--- src/rtl/mc_ctrl_pkg.sv ---
package mc_ctrl_pkg;

   localparam int NUM_PH = 5;

   typedef enum logic [2:0] {
      PH_FETCH  = 3'd0,
      PH_DECODE = 3'd1,
      PH_EXEC   = 3'd2,
      PH_MEM    = 3'd3,
      PH_WB     = 3'd4
   } phase_e;

   typedef enum logic [2:0] {
      IC_NONE,
      IC_ALU,
      IC_LOAD,
      IC_STORE,
      IC_BRANCH,
      IC_LINKJMP
   } iclass_e;

   typedef enum logic [1:0] {
      DS_RT   = 2'd0,
      DS_RD   = 2'd1,
      DS_LINK = 2'd2
   } dst_e;

   typedef enum logic [1:0] {
      RS_ALU  = 2'd0,
      RS_MEM  = 2'd1,
      RS_LINK = 2'd2
   } res_e;

   typedef enum logic [1:0] {
      PS_SEQ    = 2'd0,
      PS_BRANCH = 2'd1,
      PS_JUMP   = 2'd2
   } pcs_e;

   localparam logic [1:0] AC_ADD   = 2'b00;
   localparam logic [1:0] AC_SUB   = 2'b01;
   localparam logic [1:0] AC_FUNCT = 2'b10;

   typedef struct packed {
      logic       pc_wr;
      logic       ir_ld;
      logic       mem_rd;
      logic       mem_wr;
      logic       rf_wr;
      logic       alu_b_imm;
      logic       addr_alu;
      logic [1:0] alu_cls;
      dst_e       dst;
      res_e       res;
      pcs_e       pcs;
   } ctrl_s;

endpackage

--- src/rtl/mc_op_classify.sv ---
module mc_op_classify
   import mc_ctrl_pkg::*;
#(
   parameter int                OPC_W    = 6,
   parameter logic [OPC_W-1:0]  OP_RTYPE = 6'b000000,
   parameter logic [OPC_W-1:0]  OP_LOAD  = 6'b100011,
   parameter logic [OPC_W-1:0]  OP_STORE = 6'b101011,
   parameter logic [OPC_W-1:0]  OP_BEQ   = 6'b000100,
   parameter logic [OPC_W-1:0]  OP_JAL   = 6'b000011
) (
   input  logic [OPC_W-1:0] opcode,
   output iclass_e          cls
);

   localparam int NUM_OPS = 5;
   localparam logic [NUM_OPS*OPC_W-1:0] OP_LIST =
      {OP_JAL, OP_BEQ, OP_STORE, OP_LOAD, OP_RTYPE};

   // every recognised opcode must be distinct
   for (genvar i = 0; i < NUM_OPS; i++) begin : g_uniq_i
      for (genvar j = i + 1; j < NUM_OPS; j++) begin : g_uniq_j
         if (OP_LIST[i*OPC_W +: OPC_W] == OP_LIST[j*OPC_W +: OPC_W]) begin : g_dup
            $error("mc_op_classify: opcodes %0d and %0d collide", i, j);
         end
      end
   end

   always_comb begin
      if (opcode == OP_RTYPE)      cls = IC_ALU;
      else if (opcode == OP_LOAD)  cls = IC_LOAD;
      else if (opcode == OP_STORE) cls = IC_STORE;
      else if (opcode == OP_BEQ)   cls = IC_BRANCH;
      else if (opcode == OP_JAL)   cls = IC_LINKJMP;
      else                         cls = IC_NONE;
   end

endmodule

--- src/rtl/mc_state_seq.sv ---
module mc_state_seq
   import mc_ctrl_pkg::*;
#(
   parameter bit ONEHOT_STATE = 1'b0
) (
   input  logic    clk,
   input  logic    rst,
   input  iclass_e cls,
   output phase_e  phase
);

   phase_e nxt;

   // successor phase from current phase and instruction class
   always_comb begin
      nxt = PH_FETCH;
      unique case (phase)
         PH_FETCH:  nxt = PH_DECODE;
         PH_DECODE: nxt = (cls == IC_NONE) ? PH_FETCH : PH_EXEC;
         PH_EXEC: begin
            case (cls)
               IC_ALU, IC_LINKJMP: nxt = PH_WB;
               IC_LOAD, IC_STORE:  nxt = PH_MEM;
               default:            nxt = PH_FETCH;
            endcase
         end
         PH_MEM:    nxt = (cls == IC_LOAD) ? PH_WB : PH_FETCH;
         PH_WB:     nxt = PH_FETCH;
         default:   nxt = PH_FETCH;
      endcase
   end

   if (ONEHOT_STATE) begin : g_onehot
      localparam logic [NUM_PH-1:0] OH_FETCH = {{(NUM_PH-1){1'b0}}, 1'b1};
      logic [NUM_PH-1:0] oh_q;

      always_ff @(posedge clk) begin
         if (rst) oh_q <= OH_FETCH;
         else     oh_q <= OH_FETCH << nxt;
      end

      always_comb begin
         phase = PH_FETCH;
         for (int i = 0; i < NUM_PH; i++) begin
            if (oh_q[i]) phase = phase_e'(3'(i));
         end
      end
   end else begin : g_binary
      phase_e bin_q;

      always_ff @(posedge clk) begin
         if (rst) bin_q <= PH_FETCH;
         else     bin_q <= nxt;
      end

      assign phase = bin_q;
   end

endmodule

--- src/rtl/mc_strobe_gen.sv ---
module mc_strobe_gen
   import mc_ctrl_pkg::*;
(
   input  phase_e  phase,
   input  iclass_e cls,
   input  logic    alu_zero,
   output ctrl_s   ctrl
);

   always_comb begin
      ctrl = '0;
      case (phase)
         PH_FETCH: begin
            ctrl.mem_rd = 1'b1;
            ctrl.ir_ld  = 1'b1;
            ctrl.pc_wr  = 1'b1;
            ctrl.pcs    = PS_SEQ;
         end
         PH_EXEC: begin
            case (cls)
               IC_ALU: begin
                  ctrl.alu_cls = AC_FUNCT;
               end
               IC_LOAD, IC_STORE: begin
                  ctrl.alu_cls   = AC_ADD;
                  ctrl.alu_b_imm = 1'b1;
               end
               IC_BRANCH: begin
                  ctrl.alu_cls = AC_SUB;
                  if (alu_zero) begin
                     ctrl.pc_wr = 1'b1;
                     ctrl.pcs   = PS_BRANCH;
                  end
               end
               default: ;
            endcase
         end
         PH_MEM: begin
            if (cls == IC_LOAD) begin
               ctrl.mem_rd   = 1'b1;
               ctrl.addr_alu = 1'b1;
            end else if (cls == IC_STORE) begin
               ctrl.mem_wr   = 1'b1;
               ctrl.addr_alu = 1'b1;
            end
         end
         PH_WB: begin
            case (cls)
               IC_ALU: begin
                  ctrl.rf_wr = 1'b1;
                  ctrl.dst   = DS_RD;
                  ctrl.res   = RS_ALU;
               end
               IC_LOAD: begin
                  ctrl.rf_wr = 1'b1;
                  ctrl.dst   = DS_RT;
                  ctrl.res   = RS_MEM;
               end
               IC_LINKJMP: begin
                  ctrl.rf_wr = 1'b1;
                  ctrl.dst   = DS_LINK;
                  ctrl.res   = RS_LINK;
                  ctrl.pc_wr = 1'b1;
                  ctrl.pcs   = PS_JUMP;
               end
               default: ;
            endcase
         end
         default: ;
      endcase
   end

endmodule

--- src/rtl/mc_ctrl_fsm.sv ---
module mc_ctrl_fsm
   import mc_ctrl_pkg::*;
#(
   parameter int                OPC_W        = 6,
   parameter int                REG_W        = 5,
   parameter int                LINK_REG     = 31,
   parameter bit                ONEHOT_STATE = 1'b0,
   parameter logic [OPC_W-1:0]  OP_RTYPE     = 6'b000000,
   parameter logic [OPC_W-1:0]  OP_LOAD      = 6'b100011,
   parameter logic [OPC_W-1:0]  OP_STORE     = 6'b101011,
   parameter logic [OPC_W-1:0]  OP_BEQ       = 6'b000100,
   parameter logic [OPC_W-1:0]  OP_JAL       = 6'b000011
) (
   input  logic             clk,
   input  logic             rst,
   input  logic [OPC_W-1:0] opcode,
   input  logic [REG_W-1:0] rt_idx,
   input  logic [REG_W-1:0] rd_idx,
   input  logic             alu_zero,
   output logic             pc_wr,
   output logic             ir_ld,
   output logic             mem_rd,
   output logic             mem_wr,
   output logic             mem_addr_alu,
   output logic             rf_wr,
   output logic             alu_b_imm,
   output logic [1:0]       alu_cls,
   output logic [1:0]       dst_sel,
   output logic [1:0]       res_sel,
   output logic [1:0]       pc_sel,
   output logic [REG_W-1:0] rf_waddr,
   output logic [2:0]       phase
);

   localparam int NUM_REGS = 1 << REG_W;
   localparam logic [REG_W-1:0] LINK_IDX = REG_W'(LINK_REG);

   if (LINK_REG < 0 || LINK_REG >= NUM_REGS) begin : g_bad_link
      $error("mc_ctrl_fsm: LINK_REG %0d outside register file", LINK_REG);
   end
   if (OPC_W < 3) begin : g_bad_opc
      $error("mc_ctrl_fsm: OPC_W too small for five opcodes");
   end

   iclass_e cls;
   phase_e  ph;
   ctrl_s   ctrl_raw;
   ctrl_s   ctrl_g;

   mc_op_classify #(
      .OPC_W    (OPC_W),
      .OP_RTYPE (OP_RTYPE),
      .OP_LOAD  (OP_LOAD),
      .OP_STORE (OP_STORE),
      .OP_BEQ   (OP_BEQ),
      .OP_JAL   (OP_JAL)
   ) u_cls (
      .opcode (opcode),
      .cls    (cls)
   );

   mc_state_seq #(
      .ONEHOT_STATE (ONEHOT_STATE)
   ) u_seq (
      .clk   (clk),
      .rst   (rst),
      .cls   (cls),
      .phase (ph)
   );

   mc_strobe_gen u_strb (
      .phase    (ph),
      .cls      (cls),
      .alu_zero (alu_zero),
      .ctrl     (ctrl_raw)
   );

   // hold every strobe low while reset is applied
   assign ctrl_g = rst ? '0 : ctrl_raw;

   assign pc_wr        = ctrl_g.pc_wr;
   assign ir_ld        = ctrl_g.ir_ld;
   assign mem_rd       = ctrl_g.mem_rd;
   assign mem_wr       = ctrl_g.mem_wr;
   assign mem_addr_alu = ctrl_g.addr_alu;
   assign rf_wr        = ctrl_g.rf_wr;
   assign alu_b_imm    = ctrl_g.alu_b_imm;
   assign alu_cls      = ctrl_g.alu_cls;
   assign dst_sel      = ctrl_g.dst;
   assign res_sel      = ctrl_g.res;
   assign pc_sel       = ctrl_g.pcs;
   assign phase        = ph;

   always_comb begin
      case (ctrl_g.dst)
         DS_RD:   rf_waddr = rd_idx;
         DS_LINK: rf_waddr = LINK_IDX;
         default: rf_waddr = rt_idx;
      endcase
   end

endmodule

--- config.mk ---
export PLATFORM = sky130hd
export DESIGN_NAME = mc_ctrl_fsm
export DESIGN_NICKNAME = d
export VERILOG_FILES = /design/src/rtl/mc_ctrl_pkg.sv /design/src/rtl/mc_op_classify.sv /design/src/rtl/mc_state_seq.sv /design/src/rtl/mc_strobe_gen.sv /design/src/rtl/mc_ctrl_fsm.sv
export SDC_FILE = /design/constraint.sdc
export NUM_CORES = 1
export LEC_CHECK = 0
export BUFFER_PORTS_ARGS = -buffer_cell sky130_fd_sc_hd__buf_2
export CORE_MARGIN = 4
export CORE_UTILIZATION = 35
export DETAILED_ROUTE_END_ITERATION = 12
export PLACE_DENSITY = 0.87
export SYNTH_ARGS = -nofsm -noshare
export SYNTH_HDL_FRONTEND = slang
export SYNTH_SLANG_ARGS = --single-unit
--- constraint.sdc ---
create_clock -name clk -period 2.7 [get_ports clk]
set_clock_uncertainty 0.1 [all_clocks]
set_input_delay 0.54 -clock clk [delete_from_list [all_inputs] [get_ports clk]]
set_output_delay 0.54 -clock clk [all_outputs]
set_load 0.05 [all_outputs]
After elaboration in Yosys (flattened, before gate mapping)
Index checks and enable logic that the tools add are counted.
Word-level totals
  register bits after elaboration: 3
  latch bits: 0
  bits in writable memories: 0
  ROM bits: 0
  input bits: 19
  logic and storage cells: 57
  memories: 0
Operators by class
  add/sub/neg operators: 0
  $mul: 0
  div/mod/pow operators: 0
  $lt $le $gt $ge: 0
  equality and inequality tests: 15
  shift operators: 0
  muxes and demuxes: 35
  bitwise gates (word level): 0
  reduce and logical (&&, ||, !) cells: 6
Operators by type and width (number)
  2-to-1 mux 3 bit: 6
  2-to-1 mux 1 bit: 15
  2-to-1 mux 15 bit: 1
  equality test 3 x 2 -> 1 bit, second input constant: 4
  equality test 6 bit, second input constant: 2
  case mux 3 bit (4 select lines): 1
  case mux 4 bit (3 select lines): 1
  case mux 5 bit (2 select lines): 1
  equality test 3 bit, second input constant: 3
  2-to-1 mux 2 bit: 4
  case mux 2 bit (2 select lines): 2
  equality test 3 x 1 -> 1 bit, second input constant: 2
  equality test 6 x 2 -> 1 bit, second input constant: 1
  equality test 6 x 3 -> 1 bit, second input constant: 1
  logical NOT 3 bit: 2
  logical NOT 6 bit: 1
  case mux 3 bit (2 select lines): 1
  2-to-1 mux 4 bit: 1
  OR reduction 2 bit: 2
  case mux 1 bit (3 select lines): 1
  OR reduction 3 bit: 1
  equality test 2 x 1 -> 1 bit, second input constant: 1
  equality test 2 bit, second input constant: 1
  case mux 1 bit (2 select lines): 1

Depth between registers and ports, before layout
Gate-level depths: netlist of the first run.
  depth after elaboration: 13
  mapped depth: 8
  depth with buffers taken out: 7

Modules after synthesis
A second synthesis of the first run with hierarchy kept.
Second synthesis, totals
  cell total of the unflattened synthesis: 83
  area total of the unflattened synthesis: 615.6 um^2
By module, submodules not included
  mc_ctrl_fsm: instances 1, cells an instance 36, area an instance 215.2 um^2, sequential area each 0.0 um^2
  mc_strobe_gen: instances 1, cells an instance 24, area an instance 177.7 um^2, sequential area each 0.0 um^2
  mc_state_seq: instances 1, cells an instance 14, area an instance 150.1 um^2, sequential area each 60.1 um^2
  mc_op_classify: instances 1, cells an instance 9, area an instance 72.6 um^2, sequential area each 0.0 um^2

Worst setup path before layout of the first run
No wires, ideal clock.
  kind: register to output
  from: register u_seq.g_binary.bin_q[2] (netlist: u_seq.phase[2])
  to: output port rf_waddr[0]
  arrival: 3.446 ns
  setup slack: -1.386 ns
  stages on the path, launching flop included: 7
  path through: dfxtp_1 -> nor2b_1 -> nand3_1 -> nor2_1 -> ha_1 -> clkbuf_1 -> o21ai_0
Between the ends
  word-level cells in the longest chain between the ends: 5
RTL lines
  from (decl): line mc_state_seq.sv:49  | phase_e bin_q;
  from (signal assigned): line mc_state_seq.sv:53  | else bin_q <= nxt;
  equality test 3 bit *: line mc_strobe_gen.sv:12  | case (phase)
  2-to-1 mux 4 bit *: line mc_strobe_gen.sv:12
  2-to-1 mux 15 bit *: line mc_ctrl_fsm.sv:79  | assign ctrl_g = rst ? '0 : ctrl_raw;
  net dst_sel[0]: line mc_ctrl_fsm.sv:28  | output logic [1:0] dst_sel,
  equality test 2 bit or equality test 2 x 1 -> 1 bit (tied branches): line mc_ctrl_fsm.sv:95  | case (ctrl_g.dst)
  case mux 5 bit (2 select lines) *: line mc_ctrl_fsm.sv:95
  to (decl): line mc_ctrl_fsm.sv:31  | output logic [REG_W-1:0] rf_waddr,
Mark *: on every way through the listed nets, which the timed path passes. The rest lies on a longest branch.

Worst setup path after layout of the first run
  from: input port opcode[5]
  to: output port pc_wr
Between the ends
  word-level cells in the longest chain between the ends: 10
RTL lines
  from (decl): line mc_ctrl_fsm.sv:16  | input logic [OPC_W-1:0] opcode,
  equality test 6 x 2 -> 1 bit: line mc_op_classify.sv:33  | else if (opcode == OP_JAL) cls = IC_LINKJMP;
  2-to-1 mux 3 bit: line mc_op_classify.sv:33
  2-to-1 mux 3 bit: line mc_op_classify.sv:32  | else if (opcode == OP_BEQ) cls = IC_BRANCH;
  2-to-1 mux 3 bit: line mc_op_classify.sv:31  | else if (opcode == OP_STORE) cls = IC_STORE;
  2-to-1 mux 3 bit: line mc_op_classify.sv:30  | else if (opcode == OP_LOAD) cls = IC_LOAD;
  2-to-1 mux 3 bit *: line mc_op_classify.sv:29  | if (opcode == OP_RTYPE) cls = IC_ALU;
  equality test 3 bit, on equally long branches: line mc_strobe_gen.sv:48, mc_strobe_gen.sv:20
  2-to-1 mux 1 bit, on equally long branches: line mc_strobe_gen.sv:48, mc_strobe_gen.sv:20
  case mux 1 bit (3 select lines) *: line mc_strobe_gen.sv:12
  2-to-1 mux 15 bit *: line mc_ctrl_fsm.sv:79
  to (decl): line mc_ctrl_fsm.sv:20  | output logic pc_wr,
Mark *: on every way between the ends. The rest lies on a longest branch, timed or not.

==> results of run 1 <==
==> through the flow <==
step / setup slack [ps] / cell area [um^2] / power [mW] / utilization, % / setup TNS [ps]
6_report: -63.68 / 1056 / 0.2566 / 90.17 / -104.2
5_1_grt: -95.25 / 1056 / 0.2683 / 90.17 / -401.8
4_1_cts: -33.36 / 953.4 / 0.2366 / 81.41 / -97.17
3_5_place_dp: -160.4 / 875.8 / 0.1453 / 74.79 / -873.0
3_3_place_gp: -97.61 / 875.8 / 0.1422 / 74.79 / -499.3
2_1_floorplan: -39.65 / 595.6 / 0.1074 / - / -52.08
==> metal layers <==
layer	share of wire [%]	up-vias	GRT usage, %	wire, um
met2	53	60	46.51	1544
met1	36	406	27.99	1056
met5	0	-	0	0
met3	4.9	21	3.252	144
met4	5.8	0	13.86	169
li1	-	380	-	-
==> where the power goes <==
part           switching, mW  internal (mW)  total [mW]  leakage (nW)
logic                 0.0690         0.0468       0.116         0.461
clock network         0.0335         0.0561      0.0895        0.0150
registers            0.00510         0.0461      0.0512        0.0257
==> cell usage after synthesis, types with 2 or more instances <==
cell type	number	area share (%)
nand2b_1	3	4.1
dfxtp_1	3	13
ha_1	2	5.4
o21ai_0	7	7.6
inv_1	5	4.1
nor2_1	8	6.5
nor4_1	2	2.7
nand2_1	8	6.5
buf_4	2	3.2
nand3_1	3	3.2
nor3_1	4	4.3
or3_1	2	2.7
a21oi_1	7	7.6
and2_1	2	2.7
==> cells by family after synthesis <==
group / count (synthesis) / synth area share, %
AOI/OAI and AO/OA: 18 / 24.32
adders and majority gates: 2 / 5.405
buffers and inverters: 9 / 10.54
DFF: 3 / 12.97
and+or+nand+nor: 40 / 46.76
==> worst paths after layout <==
path | start | end | slack, ps | cells past startpoint
setup / recovery | opcode[5] | pc_wr | -60 | 6
hold / removal | rst | u_seq.phase[2] | 510 | 2
setup reg to reg | u_seq.phase[1] | u_seq.phase[1] | 920 | 4
hold reg to reg | u_seq.phase[0] | u_seq.phase[2] | 520 | 2
==> critical path: cells and delay by family <==
kind	cells	cell delay (ps)
AND/OR/NAND/NOR	2	890
AO/OA/AOI/OAI	2	450
buffers and inverters	2	240
==> cell type report <==
cell class	instances	area [um^2]
multi-input cells	60	516.7
flip-flops and latches	3	63.81
clock buffers	4	26.28
inverters	5	22.52
repair buffers	58	409.1
well taps	14	17.52
fillers	53	115.1
==> timing repair <==
item | 4_1_cts | 5_1_grt
setup buffers | 2 | 2
cloned | 0 | 0
endpoints found under the hold margin | 0 | 0
setup endpoints to repair | 7 | 6
resized for setup | 11 | 23
pin swaps | 2 | 5
==> metrics.md, run 1 <==
| Metric | Value |
|---|---|
| Avg Cell Area, Syn | 6.430 um^2 |
| Kind of end point of the critical path | primary output |
| Worst setup slack after layout | -63.68 ps |
| Clock root buffer | clkbuf_4 |
| Sequence of cells on the critical path | buf_6 > or3_4 > or4b_4 > o41ai_2 > a31o_2 > buf_8 |
| Final Hold Vio Count | 0 |
| Critical Path RT | 2060 ps |
| WL/cell | 20.24 um |
| Ys flop type | dfxtp_1 |
| Global placer's final weighted congestion | 0.8566 |
| Setup Viol. Count Final | 2 |
| Die height | 44.37 um |
| #FFs+latches synth | 3 |
| Mapped Nets | 93 |
| IO buf count | 41 |
| Failing checks | negative setup slack |
| DR iter-0 viols | 39 |
| Pwr/cell area | 243.0 nW/um^2 |
| Initial Util | 39.53% |
| IO Count | 42 |
| Reg clk slew, reported paths | 40 ps |
| Finished Layout Cells | 144 |
| Synth Instances | 72 |
| H-tree depth | 1 |
| Drt pass-1 iters | 5 |
| Sink Count | 3 |
| Max Cap Violations | 0 |
| First-pass GRT wire length | 3.698 mm |
| CP max stage delay | 510 ps |
| Fmax | 361.8 MHz |
| CP max stage cell | or4b_4 |
| Die area | 1969 um^2 |
| Area grow syn2layout | 128.1% |
| Number of synthesized flops with an enable pin | 0 |
| Seq/Total Area, Yosys | 12.97% |
| Mapped Area | 462.9 um^2 |
| CTS tree | built |
| Worst Max-Slew Pin Slew | 397.3 ps |
| Remaining DRCs | 0 |
| Netlist cell types | 28 |
| Cts hold-fix bufs | 0 |
| Max Slew Vio Count | 0 |
| Largest net degree at the start of global routing | 11 |
| Core ar. | 1171 um^2 |
| Final net count | 152 |
| Chip width | 44.37 um |
| Max FFs per register | 3 |
| Routed vias/inst | 6.021 |
| Min Tclk post-route | 2764 ps |
| Antenna viol nets, final | 0 |
| Final worst-path cycle share | 102.4% |
| Diodes inserted | 0 |
| Outcome | complete, but fails checks |
| Commonest cells after routing, fill and taps aside | 30 x buf_2, 16 x buf_4, 9 x buf_6 |
| Peak supply drop | 0.0001931 V |
| Hold Path Class | in -> reg |
| Setup CP Type | in -> out |
| Yosys warnings | 0 |
| TritonCTS Buffers | 3 |
| CP Data Arrival Time | 2120 ps |
| RSZ-0062 raised after global routing | true |
| Layout cells sized above 1 | 70.77% |
| WL final | 2.914 mm |
| Asr flop ratio synth | 0% |
| Clk buf depth | 2 |
| Row cnt | 12 |
| Post-DP HPWL | 1.643 mm |
| Min Hold Slack | 514.9 ps |
| Overflow after GRT | 0 |
| Most common cell after layout, fill and taps aside | buf_2 |
| Setup crit start kind | input port |
| Inst Count DP | 136 |
| Worst-Skew Late Latency | 250 ps |
| Global Route Usage Sum | 25.48% |
| Cell leakage power | 0.5013 nW |
| Initial antenna violation count | 0 |
| Vias in the first global route | 786 |
| Worst-path maximum fanout | 2 |
| Via count | 867 |
| Slew headroom | 73.27% |
Power figures use the tool's default switching activity.
==> run 2, diff against run 1 <==
Settings changed: CORE_UTILIZATION 35 to 40, PLACE_DENSITY 0.87 to 0.89, SYNTH_HIERARCHICAL set to 1, TNS_END_PERCENT set to 5.
==> run 2 against run 1 <==
Against the previous run: the run still ends with negative setup slack left; clock power down 9.8%; critical path depth up 6; wire length up 33%; critical path type unchanged; critical endpoint is now rf_waddr[0]; largest cell class unchanged; largest power group unchanged.
==> metrics.md, run 2 <==
| Metric | Value |
|---|---|
| Clock root buffer | clkbuf_4 |
| XOR/XNOR Fraction of Synth Area | 1.423% (+1.4 points) |
| Most frequent cell after synthesis | nor2b_1 |
| Most common cell after layout, fill and taps aside | buf_2 |
| Mapped Area | 615.6 um^2 (+33%) |
| Post-synthesis mux area share | 0% (unchanged) |
| Top post-synthesis cells by area | nor2b_1 19%, dfxtp_1 9.8%, nand2b_1 5.1% |
| Antenna viol nets, final | 0 (unchanged) |
| Diodes inserted | 0 (unchanged) |
| Row cnt | 13 (+1) |
| Die height | 47.23 um (+6.4%) |
| Peak supply drop | 0.0002745 V (+42%) |
| RR Startpoint | u_seq/phase[0] |
| Routed vias/inst | 6.494 (+7.9%) |
| IO Count | 42 (unchanged) |
| Slew headroom | 64.62% (-8.6 points) |
| Final net count | 165 (+8.6%) |
| Global Route Usage Sum | 35.87% (+10 points) |
| Inst Count DP | 153 (+13%) |
| Post-route cell area | 1301 um^2 (+23%) |
| Synth Area in Simple Gates | 62.60% (+16 points) |
| H-tree depth | 1 (unchanged) |
| Hold Path Stages | 2 (unchanged) |
| Adder-Cell Fraction of Synth Area | 4.065% (-1.3 points) |
| WL/cell | 24.59 um (+22%) |
| Cell leakage power | 0.5225 nW (+4.2%) |
| Die area | 2231 um^2 (+13%) |
| Sink Count | 3 (unchanged) |
| CP max stage delay | 570 ps (+60 ps) |
| Area grow syn2layout | 111.4% |
| Worst-path maximum fanout | 5 (+3) |
| Worst-Skew Late Latency | 230 ps (-20 ps) |
| TritonCTS Buffers | 3 (unchanged) |
| Avg Cell Area, Syn | 7.417 um^2 (+15%) |
| Largest net degree at the start of global routing | 14 (+3) |
| CP top delay family | simple AND/OR/NAND/NOR gates |
| Outcome | complete, but fails checks |
| Multi-input gate area | 700.7 um^2 (+36%) |
| Number of synthesized flops with an enable pin | 0 (unchanged) |
| Min Hold Slack | 513.2 ps (-1.714 ps) |
| Post-DP HPWL | 1.891 mm (+15%) |
| Chip width | 47.23 um (+6.4%) |
| WL final | 3.885 mm (+33%) |
| Placed Instance Area | 1101 um^2 (+26%) |
| Max Cap Violations | 0 (unchanged) |
| Layout cells sized above 1 | 65.03% (-5.7 points) |
| Hold Path Class | reg -> reg |
| Core ar. | 1366 um^2 (+17%) |
| Initial Util | 45.05% (+5.5 points) |
| First-pass GRT wire length | 5.354 mm (+45%) |
| Global placer's final weighted congestion | 0.8180 (-4.5%) |
| Initial antenna violation count | 0 (unchanged) |
| WP buf/inv | 4 (+2) |
| Overflow after GRT | 0 (unchanged) |
| Pwr/cell area | 206.5 nW/um^2 (-15%) |
| IO buf count | 41 (unchanged) |
| CP Data Arrival Time | 2800 ps (+680 ps) |
| Worst Hold Path EP | u_seq/phase[0] |
| Yosys top cell by area | nor2b_1 |
| Max Slew Vio Count | 0 (unchanged) |
| Reg clk slew, reported paths | 40 ps (about the same) |
| Sequence of cells on the critical path | buf_2 > or4_4 > o22ai_4 > nand2b_4 > nor4_2 > nor2b_4 > inv_1 > ha_4 > nor2_4 > buf_12 > a21oi_4 > buf_6 |
| CTS tree | built |
| Storage cell area | 60.06 um^2 (-5.9%) |
| Netlist cell types | 34 (+21%) |
| Worst Max-Slew Pin Slew | 524.1 ps (+126.8 ps) |
| Number of fillers in the final layout | 42 (-21%) |
| Vias in the first global route | 1035 (+32%) |
| Main combinational cell family by area after synthesis | simple AND/OR/NAND/NOR gates |
| Critical Path RT | 2060 ps (about the same) |
| Final worst-path cycle share | 127.5% (+25 points) |
| #FFs+latches synth | 3 (unchanged) |
| RSZ-0062 raised after global routing | true |
| CP max stage cell | or4_4 |
| Final Hold Vio Count | 0 (unchanged) |
| Finished Layout Cells | 158 (+9.7%) |
| Remaining DRCs | 0 (unchanged) |
| Min Tclk post-route | 3443 ps (+679.6 ps) |
| Ys flop type | dfxtp_1 |
| Kind of end point of the critical path | primary output |
| R2R Setup Slk | 1080 ps (+160 ps) |
| Dpl ws | -762.4 ps (-602.0 ps) |
| Asr flop ratio synth | 0% (unchanged) |
| Setup crit start kind | input port |
| Mapped Nets | 104 (+12%) |
| Synth cell count leaders | 19 x nor2b_1, 6 x a21oi_1, 6 x nand2_1 |
| Commonest cells after routing, fill and taps aside | 20 x buf_2, 18 x buf_4, 17 x buf_6 |
| Failing checks | negative setup slack |
| Worst setup slack after layout | -743.2 ps (-679.6 ps) |
| Clk buf depth | 2 (unchanged) |
| Setup CP Type | in -> out |
| R2r endpoint | u_seq/phase[1] |
| Seq/Total Area, Yosys | 9.756% (-3.2 points) |
| DR iter-0 viols | 61 (+56%) |
| Via count | 1026 (+18%) |
| Cts hold-fix bufs | 0 (unchanged) |
| R2R depth | 3 (-1) |
| Synth Instances | 83 (+15%) |
| Drt pass-1 iters | 4 (-1) |
| Yosys warnings | 6 (+6) |
| Setup TNS Final | -7227 ps (-7123 ps) |
| Setup Viol. Count Final | 19 (+17) |
| Hold Crit Start | u_seq/phase[1] |
| Compound-Gate Fraction of Synth Area | 17.28% (-7.0 points) |
| Max FFs per register | 3 (unchanged) |
| Yosys top cell area share | 19.31% (+6.3 points) |
| Fmax | 290.4 MHz (-20%) |
run 2: cells by family (layout without fill, tap and decap cells):
group           after synthesis  after routing
simple gates                 57             57
compound gates               14             14
fa+ha+maj                     2              2
buf+inv                       6             66
flops                         3              3
xor+xnor                      1              1
run 2: where the power goes:
part,switching (mW),leakage [nW],internal [mW]
combinational,0.0832,0.483,0.0549
sequential,0.00386,0.0245,0.0460
clock,0.0252,0.0150,0.0555
total,0.112,0.523,0.156
run 2: per-stage QoR:
stage	total power [mW]	utilization [%]
floorplan	0.1177	-
global placement	0.1588	80.59
detailed placement	0.1630	80.59
CTS	0.2578	92.40
global route	0.2844	95.24
finish	0.2687	95.24
run 2: worst register-to-register path, cell delays in order, from the launching register on:
cell      delay, ps
dfxtp_1         550
buf_4           240
o311ai_0        210
a211oi_1        400
run 2: how the worst max path moves through the flow:
stage | cells after the start | end | startpoint | slack, ps
after global routing | 12 | rf_waddr[2] | opcode[5] | -800
after detailed placement | 10 | rf_waddr[1] | opcode[5] | -760
final | 12 | rf_waddr[0] | opcode[5] | -740
after CTS | 11 | rf_waddr[1] | opcode[0] | -570
after global placement | 10 | rf_waddr[0] | opcode[0] | -650
after floorplan | 10 | rf_waddr[0] | opcode[0] | -760
run 2: metal layers:
metal | up-vias | GRT usage [%] | share of wire (%)
met4 | 0 | 26.52 | 8.4
li1 | 416 | - | -
met3 | 37 | 9.962 | 10
met5 | - | 0 | 0
met2 | 96 | 61.76 | 49
met1 | 477 | 36.32 | 33
run 2: area by class of cell:
| cell class | instances | area share [%] |
|---|---|---|
| Multi-Input combinational cell | 74 | 53.85 |
| Timing Repair Buffer | 58 | 36.63 |
| Sequential cell | 3 | 4.615 |
| Clock buffer | 4 | 2.019 |
| Inverter | 4 | 1.442 |
| Tap cell | 15 | 1.442 |
run 2: repair_timing:
item                       in CTS  in global routing
pin swaps                       3                  1
cloned                          0                  0
setup endpoints to repair      19                 19
resized for setup              34                 13
buffers inserted                1                  0
